--- src/rtl/eirq_pkg.sv ---
package eirq_pkg;
  localparam int SRC_N = 3;

  typedef enum logic [1:0] {
    SRC_PIN  = 2'd0,
    SRC_RX   = 2'd1,
    SRC_CARD = 2'd2
  } src_e;

  typedef struct packed {
    logic pin_en;
    logic pin_edge;
    logic pin_hi;
    logic rx_en;
    logic card_en;
    logic card_hi;
  } eirq_cfg_t;
endpackage

--- src/rtl/eirq_sync.sv ---
module eirq_sync #(
  parameter int        W      = 3,
  parameter int        STAGES = 2,
  parameter logic      RST_VAL = 1'b1
) (
  input  logic         clk,
  input  logic         rst_n,
  input  logic [W-1:0] d_i,
  output logic [W-1:0] q_o
);
  logic [STAGES-1:0][W-1:0] stg_q;
  logic [STAGES-1:0][W-1:0] stg_d;

  genvar s;
  generate
    for (s = 0; s < STAGES; s++) begin : g_stage
      if (s == 0) begin : g_first
        always_comb stg_d[s] = d_i;
      end else begin : g_next
        always_comb stg_d[s] = stg_q[s-1];
      end

      always_ff @(posedge clk or negedge rst_n) begin
        if (!rst_n) stg_q[s] <= {W{RST_VAL}};
        else        stg_q[s] <= stg_d[s];
      end
    end
  endgenerate

  assign q_o = stg_q[STAGES-1];
endmodule

--- src/rtl/eirq_detect.sv ---
module eirq_detect
  import eirq_pkg::*;
(
  input  logic             clk,
  input  logic             rst_n,
  input  logic [SRC_N-1:0] sync_i,
  input  eirq_cfg_t        cfg_i,
  output logic [SRC_N-1:0] trig_o
);
  logic pin_prev_q;
  logic pin_prev_d;
  logic pin_fall;
  logic pin_hit;

  always_comb begin
    pin_prev_d = sync_i[SRC_PIN];
    pin_fall   = pin_prev_q & ~sync_i[SRC_PIN];
    pin_hit    = cfg_i.pin_edge ? pin_fall : (sync_i[SRC_PIN] == cfg_i.pin_hi);
    trig_o[SRC_PIN]  = cfg_i.pin_en & pin_hit;
    trig_o[SRC_RX]   = cfg_i.rx_en & ~sync_i[SRC_RX];
    trig_o[SRC_CARD] = cfg_i.card_en & (sync_i[SRC_CARD] == cfg_i.card_hi);
  end

  always_ff @(posedge clk or negedge rst_n) begin
    if (!rst_n) pin_prev_q <= 1'b1;
    else        pin_prev_q <= pin_prev_d;
  end
endmodule

--- src/rtl/eirq_flag.sv ---
module eirq_flag (
  input  logic clk,
  input  logic rst_n,
  input  logic set_i,
  input  logic clr_i,
  output logic q_o
);
  logic en;
  logic d;

  always_comb begin
    en = set_i | clr_i;
    d  = set_i;
  end

  always_ff @(posedge clk or negedge rst_n) begin
    if (!rst_n)  q_o <= 1'b0;
    else if (en) q_o <= d;
  end
endmodule

--- src/rtl/ext_irq_mux.sv ---
module ext_irq_mux
  import eirq_pkg::*;
#(
  parameter int SYNC_STAGES = 2
) (
  input  logic       clk,
  input  logic       rst_n,
  input  logic       pin_i,
  input  logic       rx_i,
  input  logic       card_i,
  input  logic       pin_en_i,
  input  logic       pin_edge_mode_i,
  input  logic       pin_level_hi_i,
  input  logic       rx_en_i,
  input  logic       card_en_i,
  input  logic       card_level_hi_i,
  input  logic       group_en_i,
  input  logic       global_en_i,
  input  logic [2:0] sw_clr_i,
  input  logic       irq_ack_i,
  output logic       pin_flag_o,
  output logic       rx_flag_o,
  output logic       card_flag_o,
  output logic       pend_o,
  output logic       irq_o
);
  eirq_cfg_t        cfg;
  logic [SRC_N-1:0] raw;
  logic [SRC_N-1:0] synced;
  logic [SRC_N-1:0] trig;
  logic [SRC_N-1:0] clr_vec;
  logic [SRC_N-1:0] flags;

  always_comb begin
    cfg.pin_en   = pin_en_i;
    cfg.pin_edge = pin_edge_mode_i;
    cfg.pin_hi   = pin_level_hi_i;
    cfg.rx_en    = rx_en_i;
    cfg.card_en  = card_en_i;
    cfg.card_hi  = card_level_hi_i;
    raw[SRC_PIN]  = pin_i;
    raw[SRC_RX]   = rx_i;
    raw[SRC_CARD] = card_i;
    clr_vec[SRC_PIN]  = sw_clr_i[SRC_PIN] | irq_ack_i;
    clr_vec[SRC_RX]   = sw_clr_i[SRC_RX];
    clr_vec[SRC_CARD] = sw_clr_i[SRC_CARD];
  end

  eirq_sync #(.W(SRC_N), .STAGES(SYNC_STAGES), .RST_VAL(1'b1)) u_sync (
    .clk (clk),
    .rst_n (rst_n),
    .d_i (raw),
    .q_o (synced)
  );

  eirq_detect u_det (
    .clk (clk),
    .rst_n (rst_n),
    .sync_i (synced),
    .cfg_i (cfg),
    .trig_o (trig)
  );

  genvar i;
  generate
    for (i = 0; i < SRC_N; i++) begin : g_flag
      eirq_flag u_flag (
        .clk (clk),
        .rst_n (rst_n),
        .set_i (trig[i]),
        .clr_i (clr_vec[i]),
        .q_o (flags[i])
      );
    end
  endgenerate

  eirq_flag u_pend (
    .clk (clk),
    .rst_n (rst_n),
    .set_i (|trig),
    .clr_i (irq_ack_i),
    .q_o (pend_o)
  );

  assign pin_flag_o  = flags[SRC_PIN];
  assign rx_flag_o   = flags[SRC_RX];
  assign card_flag_o = flags[SRC_CARD];
  assign irq_o       = pend_o & group_en_i & global_en_i;
endmodule

--- config.mk ---
export PLATFORM = sky130hd
export DESIGN_NAME = ext_irq_mux
export DESIGN_NICKNAME = d
export VERILOG_FILES = /design/src/rtl/eirq_pkg.sv /design/src/rtl/eirq_sync.sv /design/src/rtl/eirq_detect.sv /design/src/rtl/eirq_flag.sv /design/src/rtl/ext_irq_mux.sv
export SDC_FILE = /design/constraint.sdc
export NUM_CORES = 1
export LEC_CHECK = 0
export ABC_AREA = 1
export BUFFER_PORTS_ARGS = -buffer_cell sky130_fd_sc_hd__buf_2
export CORE_AREA = 2 2 39 41
export CTS_CLUSTER_SIZE = 8
export DETAILED_ROUTE_END_ITERATION = 10
export DIE_AREA = 0 0 41 43
export GPL_ROUTABILITY_DRIVEN = 0
export PLACE_DENSITY = 0.54
export SYNTH_ARGS = -nofsm -noshare
export SYNTH_HDL_FRONTEND = slang
export SYNTH_SLANG_ARGS = --single-unit
--- constraint.sdc ---
create_clock -name clk -period 1 [get_ports clk]
set_input_delay 0.2 -clock clk [delete_from_list [all_inputs] [get_ports clk]]
set_output_delay 0.2 -clock clk [all_outputs]
set_load 0.02 [all_outputs]
==> out/results.ini, run 1 <==
[run_status]
status = complete, but fails checks
violations = setup timing

[sta]
fmax_mhz = 892
hold_slack_ps = 29.4
worst_slack_ps = -122
rsz0062_at_grt = true
timing.final.hold_violations = 0
setup_viol = 2
final.setup_skew_ps = 3.15
slew_headroom_pct = 84.1
fin_crit_ps = 1120
drv_slew = 0
fin_crit_sh_pct = 112
worst_pin_slew_ps = 239

[logic_synthesis]
synthDistinctLibCells = 9
ys.warnings.count = 0
synthSimpleGateAreaFrac_pct = 16.9
synth_compound_area_share_pct = 4.29
synth-xor-area-share_pct = 0
syn_area_um2 = 408
muxShareOfSynthArea_pct = 0
syn-num-nets = 58
yosysSeqAreaShare_pct = 69.6
syn_inst = 41
synth_top_family_by_area = simple AND/OR/NAND/NOR gates
syn_area_per_cell_um2 = 9.95
synth_fa_ha_area_share_pct = 0
ys_ff_latch = 11

[layout]
final_nets = 86
fin_area_um2 = 608
area_growth_pct = 49.1
drive_above_1_share_pct = 50.0
antenna_cells = 0
final_cell_mix = 17 x buf_2, 13 x nand2_1, 10 x inv_1, 7 x dfstp_2
layout_commonest_cell = buf_2

[routing]
drtIter0Drc = 0
vias_per_cell = 3.95
drc = 0
vias = 332
dr.pass1.iters = 1
wl_um = 652
wl_per_cell_um = 7.76
postRouteAntennaNets = 0

[critical_path]
path_max_fanout = 3
path_class = flop to output pin
cp-start-kind = flop
crit_arrival_ps = 920
end_kind = output pin
cp_data_required_time_ps = 800
ff2ff_setup_slack_ps = 70

[floorplanning]
start_util_pct = 29.5
num_io_pins = 22
die_x_um = 41
rows = 14
die-area_um2 = 1760
core_area_um2 = 1380
fp.dieH_um = 43

[cts]
cts_sinks = 11
clock_path_buffers = 2
cts_tree = done
htreeDepth = 1
cts_buffers = 3
cts-root-buf = clkbuf_4
clk_latency_ps = 260
clk_pin_slew_ps = 70

[global_routing]
grt_usage_pct = 9.30
grt_max_degree = 12
grt_pass1_vias = 328
grt_pass1_wl_um = 1070
antenna_found_initial = 0
grt.overflow.total = 0

[power_and_ir_drop]
p_per_area_nw_per_um2 = 1540
total_power_uw = 938
leakagePower_uw = 0.000343
peakVddDrop_v = 0.000632

[placed_design]
placement.io_buffers = 21
dp_hpwl_um = 487
dpl_cell_area_um2 = 533

[flow_run]
drv_cap = 0

[min_path]
min_path_type = input port to flop

-- power breakdown --
| part | leakage (uW) | internal (uW) | switching, uW |
|---|---|---|---|
| clock network | 0.0000177 | 148 | 143 |
| logic | 0.000204 | 76.9 | 69.5 |
| registers | 0.000121 | 486 | 15.1 |
| total | 0.000343 | 711 | 228 |
-- stage by stage --
step	instances	utilization, %	setup WS [ps]	setup TNS (ps)
after floorplan	41	-	61.6	0
after global placement	78	38.5	80.0	0
after detailed placement	78	38.5	83.5	0
after CTS	83	43.0	-134	-148
after global routing	84	43.9	-163	-263
final	84	43.9	-122	-130
-- repair_timing --
action | 4_1_cts | 5_1_grt
hold buffers | 1 | 0
hold endpoints to repair | 4 | 0
pin swaps | 1 | 0
buffers inserted | 0 | 1
gates resized for setup | 8 | 1
endpoints found under the setup margin | 5 | 5
-- routing by layer --
metal  wire length (um)  global-route usage (%)  part of all wire, %  up-vias
met5                  0                       0                    0        -
met1                266                    8.19                   41      141
li1                   -                       -                    -      176
met2                314                    15.3                   48       15
met4                  0                    6.00                    0        0
met3                 71                    4.71                   11        0
-- area by class of cell --
cell class,count,area (um^2)
well taps,16,20.0
fillers,143,776
inverters,10,37.5
clock inverters,1,5.00
multi-input cells,20,91.3
repair buffers,23,148
flip-flops and latches,11,284
clock buffers,3,22.5
-- critical path, stage by stage (launching register included) --
cell	delay (ps)
dfrtp_1	390
and3_4	150
buf_6	120
-- flip-flops by register name (all words and copies together), names as in the netlist --
register / flops
g_flag.u_flag.q_o: 3
u_det.pin_prev_q: 1
u_sync.stg_d: 3
u_pend.q_o: 1
u_sync.q_o: 3
-- worst paths after layout --
kind,startpoint,end,cells after the start
max in group asynchronous,rst_n,u_sync.stg_d[3],2
setup reg to reg,u_sync.q_o[1],u_pend.q_o,7
min in group asynchronous,rst_n,g_flag[2].u_flag.q_o,2
hold reg to reg,u_sync.stg_d[3],u_sync.q_o[0],0
hold / removal,card_i,u_sync.stg_d[5],1
setup / recovery,u_pend.q_o,irq_o,2
-- synth_stat cells (all sizes together) --
cell type / n / area, um^2
and3: 1 / 6.26
dfrtp: 4 / 100
dfstp: 7 / 184
inv: 10 / 37.5
nand2: 13 / 48.8
nand3: 2 / 10.0
nor2: 1 / 3.75
o21a: 1 / 7.51
o21ai: 2 / 10.0
-- logic make-up (layout without fill, tap and decap cells) --
kind of cell	after synthesis	after routing
flops	11	11
compound gates	3	3
buf+inv	10	37
simple gates	17	17
(Power assumes the default switching activity.)
==> run 2: changes to the inputs <==
- ABC_AREA: 1 -> unset
- CELL_PAD_IN_SITES_DETAIL_PLACEMENT: unset -> 1
- CELL_PAD_IN_SITES_GLOBAL_PLACEMENT: unset -> 1
- CORE_AREA: 2 2 39 41 -> unset
- CORE_MARGIN: unset -> 10
- CORE_UTILIZATION: unset -> 29
- DIE_AREA: 0 0 41 43 -> unset
- PLACE_DENSITY: 0.54 -> 0.67
==> run 2 against run 1 <==
Effect of this change: sequential power barely moved; critical path type unchanged; the run still ends with setup timing left; non-clock buffer count rose by 1; die area rose by 83%; worst hold slack got worse by 10 ps; first-iteration DRC count rose by 3; synthesized cell count fell by 29%; sequential cell count did not move; clock power rose by 5%; utilization rose by 2.7 points; count of clock-buffer cells in the layout rose by 1; via count fell by 5.1%.
==> out/results.ini, run 2 <==
[placed_design]
dpl_cell_area_um2 = 518
dp_hpwl_um = 758
placement.io_buffers = 21

[logic_synthesis]
synth_top_area_share_pct = 46.7
yosys-top-cells-count = 7 x dfstp_2, 4 x dfrtp_1, 3 x inv_1, 3 x nand2_1
syn_area_per_cell_um2 = 13.6
yosysTopAreaCell = dfstp_2
synthTopCellsByArea = dfstp_2 47%, dfrtp_1 25%, a31oi_2 3.2%
ys.warnings.count = 0
syn-num-nets = 46
ys.flop_type = dfstp_2
syn_area_um2 = 394
syn_inst = 29
postSynth.asyncResetShare_pct = 100
synthDistinctLibCells = 14
yosysSeqAreaShare_pct = 72.1
ys_ff_latch = 11
synth_edf_count = 0
synth.most_common_cell = dfstp_2

[floorplanning]
fp.dieH_um = 56.9
core_area_um2 = 1280
die-area_um2 = 3230
start_util_pct = 30.7
num_io_pins = 22
die_x_um = 56.9
rows = 13

[cts]
cts_buffers = 3
clock_path_buffers = 2
clk_latency_ps = 270
cts-root-buf = clkbuf_4
htreeDepth = 1
cts_tree = done
clk_pin_slew_ps = 70
cts_sinks = 11

[global_routing]
grt_max_degree = 12
antenna_found_initial = 0
grt.overflow.total = 0
grt_pass1_vias = 337
grt_pass1_wl_um = 1590
grt_usage_pct = 6.56

[routing]
postRouteAntennaNets = 0
drtIter0Drc = 3
vias = 315
dr_wl_met3_um = 111
wl_met2_um = 516
wl_per_cell_um = 13.8
wl_met1_um = 329
vias_per_cell = 4.38
dr.pass1.iters = 3
wl_um = 993
highest_layer = met4
drc = 0

[sta]
drv_slew = 0
fin_crit_sh_pct = 115
slew_headroom_pct = 84.2
hold_slack_ps = 19.2
worst_slack_ps = -146
setup_viol = 5
worst_pin_slew_ps = 237
final.setup_skew_ps = 9.16
timing.final.hold_violations = 0
fin_crit_ps = 1150
rsz0062_at_grt = true
fmax_mhz = 873

[power_and_ir_drop]
p_per_area_nw_per_um2 = 1610
leakagePower_uw = 0.000300
peakVddDrop_v = 0.00101

[layout]
final_cell_mix = 17 x buf_2, 7 x dfstp_2, 4 x dfrtp_1, 4 x buf_6
layout_commonest_cell = buf_2
drive_above_1_share_pct = 61.4
fin_area_um2 = 599
area_growth_pct = 52.1
final_nets = 75
fillers = 153
antenna_cells = 0

[critical_path]
cp-start-kind = flop
critPathLaunch = u_pend.q_o
path_class = flop to output pin
cp_data_required_time_ps = 800
end_kind = output pin
path_max_fanout = 3
r2r_start = u_sync.q_o[0]
ff2ff_setup_slack_ps = -110
crit_arrival_ps = 950

[flow_run]
drv_cap = 0

[min_path]
min_path_type = input port to flop
min_from = pin_i

[run_status]
status = complete, but fails checks
violations = setup timing

-- run 2: changes by cell type in the layout (fill, tap and decap cells not counted), sizes merged --
cell / delta
and4b: +1
nand3: -2
clkinv: -1
xnor2: +1
or2b: +1
inv: -7
nand2: -10
nand2b: +2
buf: +1
and2b: +1
o2111ai: +1
clkbuf: +1
o21a: -1
a31oi: +1
-- run 2: routing by layer --
layer  GRT usage, %  vias up
met2           10.0       15
met4           6.04        0
met3           4.27        4
met1           5.70      146
met5              0        -
li1               -      150
-- run 2: cell type report --
cell class / count / area, um^2 / area share [%]
Clock buffer: 4 / 26.3 / 4.38
Timing Repair Buffer: 24 / 155 / 25.9
Inverter: 3 / 11.3 / 1.88
Sequential cell: 11 / 284 / 47.4
Tap cell: 15 / 18.8 / 3.13
Multi-Input combinational cell: 15 / 104 / 17.3
-- run 2: logic make-up (layout without fill, tap and decap cells) --
logic type      Yosys count  in the layout  synth area share [%]
flops                    11             11                  72.1
compound gates            4              4                  7.94
xor+xnor                  1              1                  2.22
buf+inv                   3             31                  2.86
simple gates             10             10                  14.9
-- run 2: where the power goes --
group	switching [uW]	internal (uW)
Clock	150	155
Combinational	70.8	86.2
Sequential	16.4	487
Total	237	728
-- run 2: worst max-delay path, stage by stage (launching register included) --
cell	delay, ps
dfrtp_1	390
and3_4	160
buf_6	120
-- run 2: final timing paths --
kind | end | cells after the start
setup reg to reg | u_pend.q_o | 3
hold / removal | u_sync.stg_d[3] | 1
max in group asynchronous | u_sync.stg_d[5] | 2
setup / recovery | irq_o | 2
min in group asynchronous | u_pend.q_o | 2
hold reg to reg | u_sync.q_o[1] | 0
-- run 2: repair_timing --
action	CTS	global route
hold buffers	1	0
resized for setup	8	1
buffers inserted	1	1
pin swaps	1	1
setup endpoints to repair	7	7
hold endpoints to repair	4	0
-- run 2: through the flow --
| step | std cells | power [uW] | utilization (%) | TNS (ps) | setup slack (ps) |
|---|---|---|---|---|---|
| 4_1_cts | 71 | 974 | 45.7 | -381 | -145 |
| 5_1_grt | 72 | 1020 | 46.6 | -659 | -198 |
| 3_3_place_gp | 65 | 629 | 40.3 | -109 | -88.5 |
| 6_report | 72 | 965 | 46.6 | -340 | -146 |
| 3_5_place_dp | 65 | 633 | 40.3 | -156 | -116 |
| 2_1_floorplan | 29 | 564 | - | -65.3 | -65.3 |
==> run 3: changes to the inputs <==
- PLACE_DENSITY: 0.67 -> 0.7
==> run 3 against run 2 <==
Effect of this change: the run still ends with setup timing left; setup slack gained 8.0 ps; utilization shrank 0.39 points; via count up 2.2%; routed wire length shrank 9.4%; non-clock buffer count is 1 lower; largest cell class unchanged; critical path type unchanged; sequential cell count did not move; count of clock-buffer cells in the layout did not move; maximum frequency increased by 0.70%; global-route usage fell by 0.91 points; critical endpoint unchanged; highest routed layer is now met3.
==> out/results.ini, run 3 (synthesis gave the netlist of run 2 again) <==
[run_status]
status = complete, but fails checks
violations = setup timing

[sta]
fmax_mhz = 879
setup_viol = 4
fin_crit_sh_pct = 114
final.setup_skew_ps = 10.9
slew_headroom_pct = 84.6
worst_pin_slew_ps = 230
fin_crit_ps = 1140
rsz0062_at_grt = true
drv_slew = 0
fin_setup_tns_ps = -274
timing.final.hold_violations = 0
worst_slack_ps = -138

[cts]
clock_path_buffers = 2
cts_buffers = 3
cts_tree = done
clk_pin_slew_ps = 70
cts_sinks = 11
htreeDepth = 1
cts-root-buf = clkbuf_4
clk_latency_ps = 270

[routing]
dr_wl_met3_um = 129
postRouteAntennaNets = 0
wl_met2_um = 464
drc = 0
dr.pass1.iters = 1
vias = 322
drtIter0Drc = 0
wl_um = 900
vias_per_cell = 4.54
wl_per_cell_um = 12.7
wl_met1_um = 306
highest_layer = met3

[critical_path]
end_kind = output pin
path_max_fanout = 3
cp_data_required_time_ps = 800
path_class = flop to output pin
cp-start-kind = flop
crit_arrival_ps = 940

[power_and_ir_drop]
peakVddDrop_v = 0.00127
p_per_area_nw_per_um2 = 1600
leakagePower_uw = 0.000296

[layout]
fillers = 146
antenna_cells = 0
area_growth_pct = 50.8
drive_above_1_share_pct = 60.7
final_nets = 74
layout_commonest_cell = buf_2
stdcell_count = 71
fin_util_pct = 46.3
final_cell_mix = 16 x buf_2, 7 x dfstp_2, 4 x dfrtp_1, 4 x buf_6

[floorplanning]
fp.dieH_um = 56.9
rows = 13
start_util_pct = 30.7
core_area_um2 = 1280
num_io_pins = 22
die-area_um2 = 3230
die_x_um = 56.9

[global_routing]
grt_pass1_wl_um = 1400
grt.overflow.total = 0
grt_usage_pct = 5.65
grt_pass1_vias = 349
grt_max_degree = 12
antenna_found_initial = 0

[flow_run]
drv_cap = 0

[placed_design]
placement.io_buffers = 21
placed_cells = 65
dp_hpwl_um = 725

[min_path]
min_path_type = input port to flop

==> run 3: worst paths after layout <==
| kind | start | end | slack, ps | cells past startpoint |
|---|---|---|---|---|
| worst max-delay path | u_pend.q_o | irq_o | -140 | 2 |
| max in group asynchronous | rst_n | u_sync.q_o[1] | 420 | 2 |
| min in group asynchronous | rst_n | u_pend.q_o | 310 | 2 |
| worst min-delay path | card_i | u_sync.stg_d[5] | 40 | 1 |
| worst max register to register | u_sync.q_o[0] | u_pend.q_o | -90 | 3 |
| worst min register to register | u_sync.stg_d[4] | u_sync.q_o[1] | 360 | 0 |
==> run 3: cell type report <==
type | instances | area [um^2] | share of cell area (%)
Clock buffer | 4 | 26.3 | 4.42
Multi-Input combinational cell | 15 | 104 | 17.5
Timing Repair Buffer | 23 | 150 | 25.3
Tap cell | 15 | 18.8 | 3.16
Inverter | 3 | 11.3 | 1.89
Sequential cell | 11 | 284 | 47.8
==> run 3: report_power, final <==
group	total, uW	switching (uW)	internal, uW
logic	152	68.6	83.0
clock network	296	142	154
registers	503	15.8	487
total	950	226	724
==> run 3: worst max-delay path, stage by stage (launching register included) <==
cell and delay [ps]:
dfrtp_1 390, and3_4 150, buf_6 120
==> run 3: through the flow <==
stage	total power, uW	hold WS, ps	worst slack, ps	area, um^2
floorplan	564	-95.6	-65.3	394
global placement	629	79.0	-89.2	518
detailed placement	631	79.0	-118	518
CTS	956	24.4	-139	579
global route	1010	18.4	-195	594
finish	950	36.3	-138	594
==> run 3: routing by layer <==
layer,global-route usage [%],vias up
li1,-,148
met1,4.29,156
met2,9.56,18
met3,6.29,0
met4,1.01,0
met5,0,-
==> run 3: timing repair <==
action                                  in CTS  in global routing
gates resized for setup                      8                  2
pin swaps                                    2                  1
setup buffers                                0                  1
hold endpoints to repair                     4                  0
endpoints found under the setup margin       7                  7
hold buffers                                 1                  0
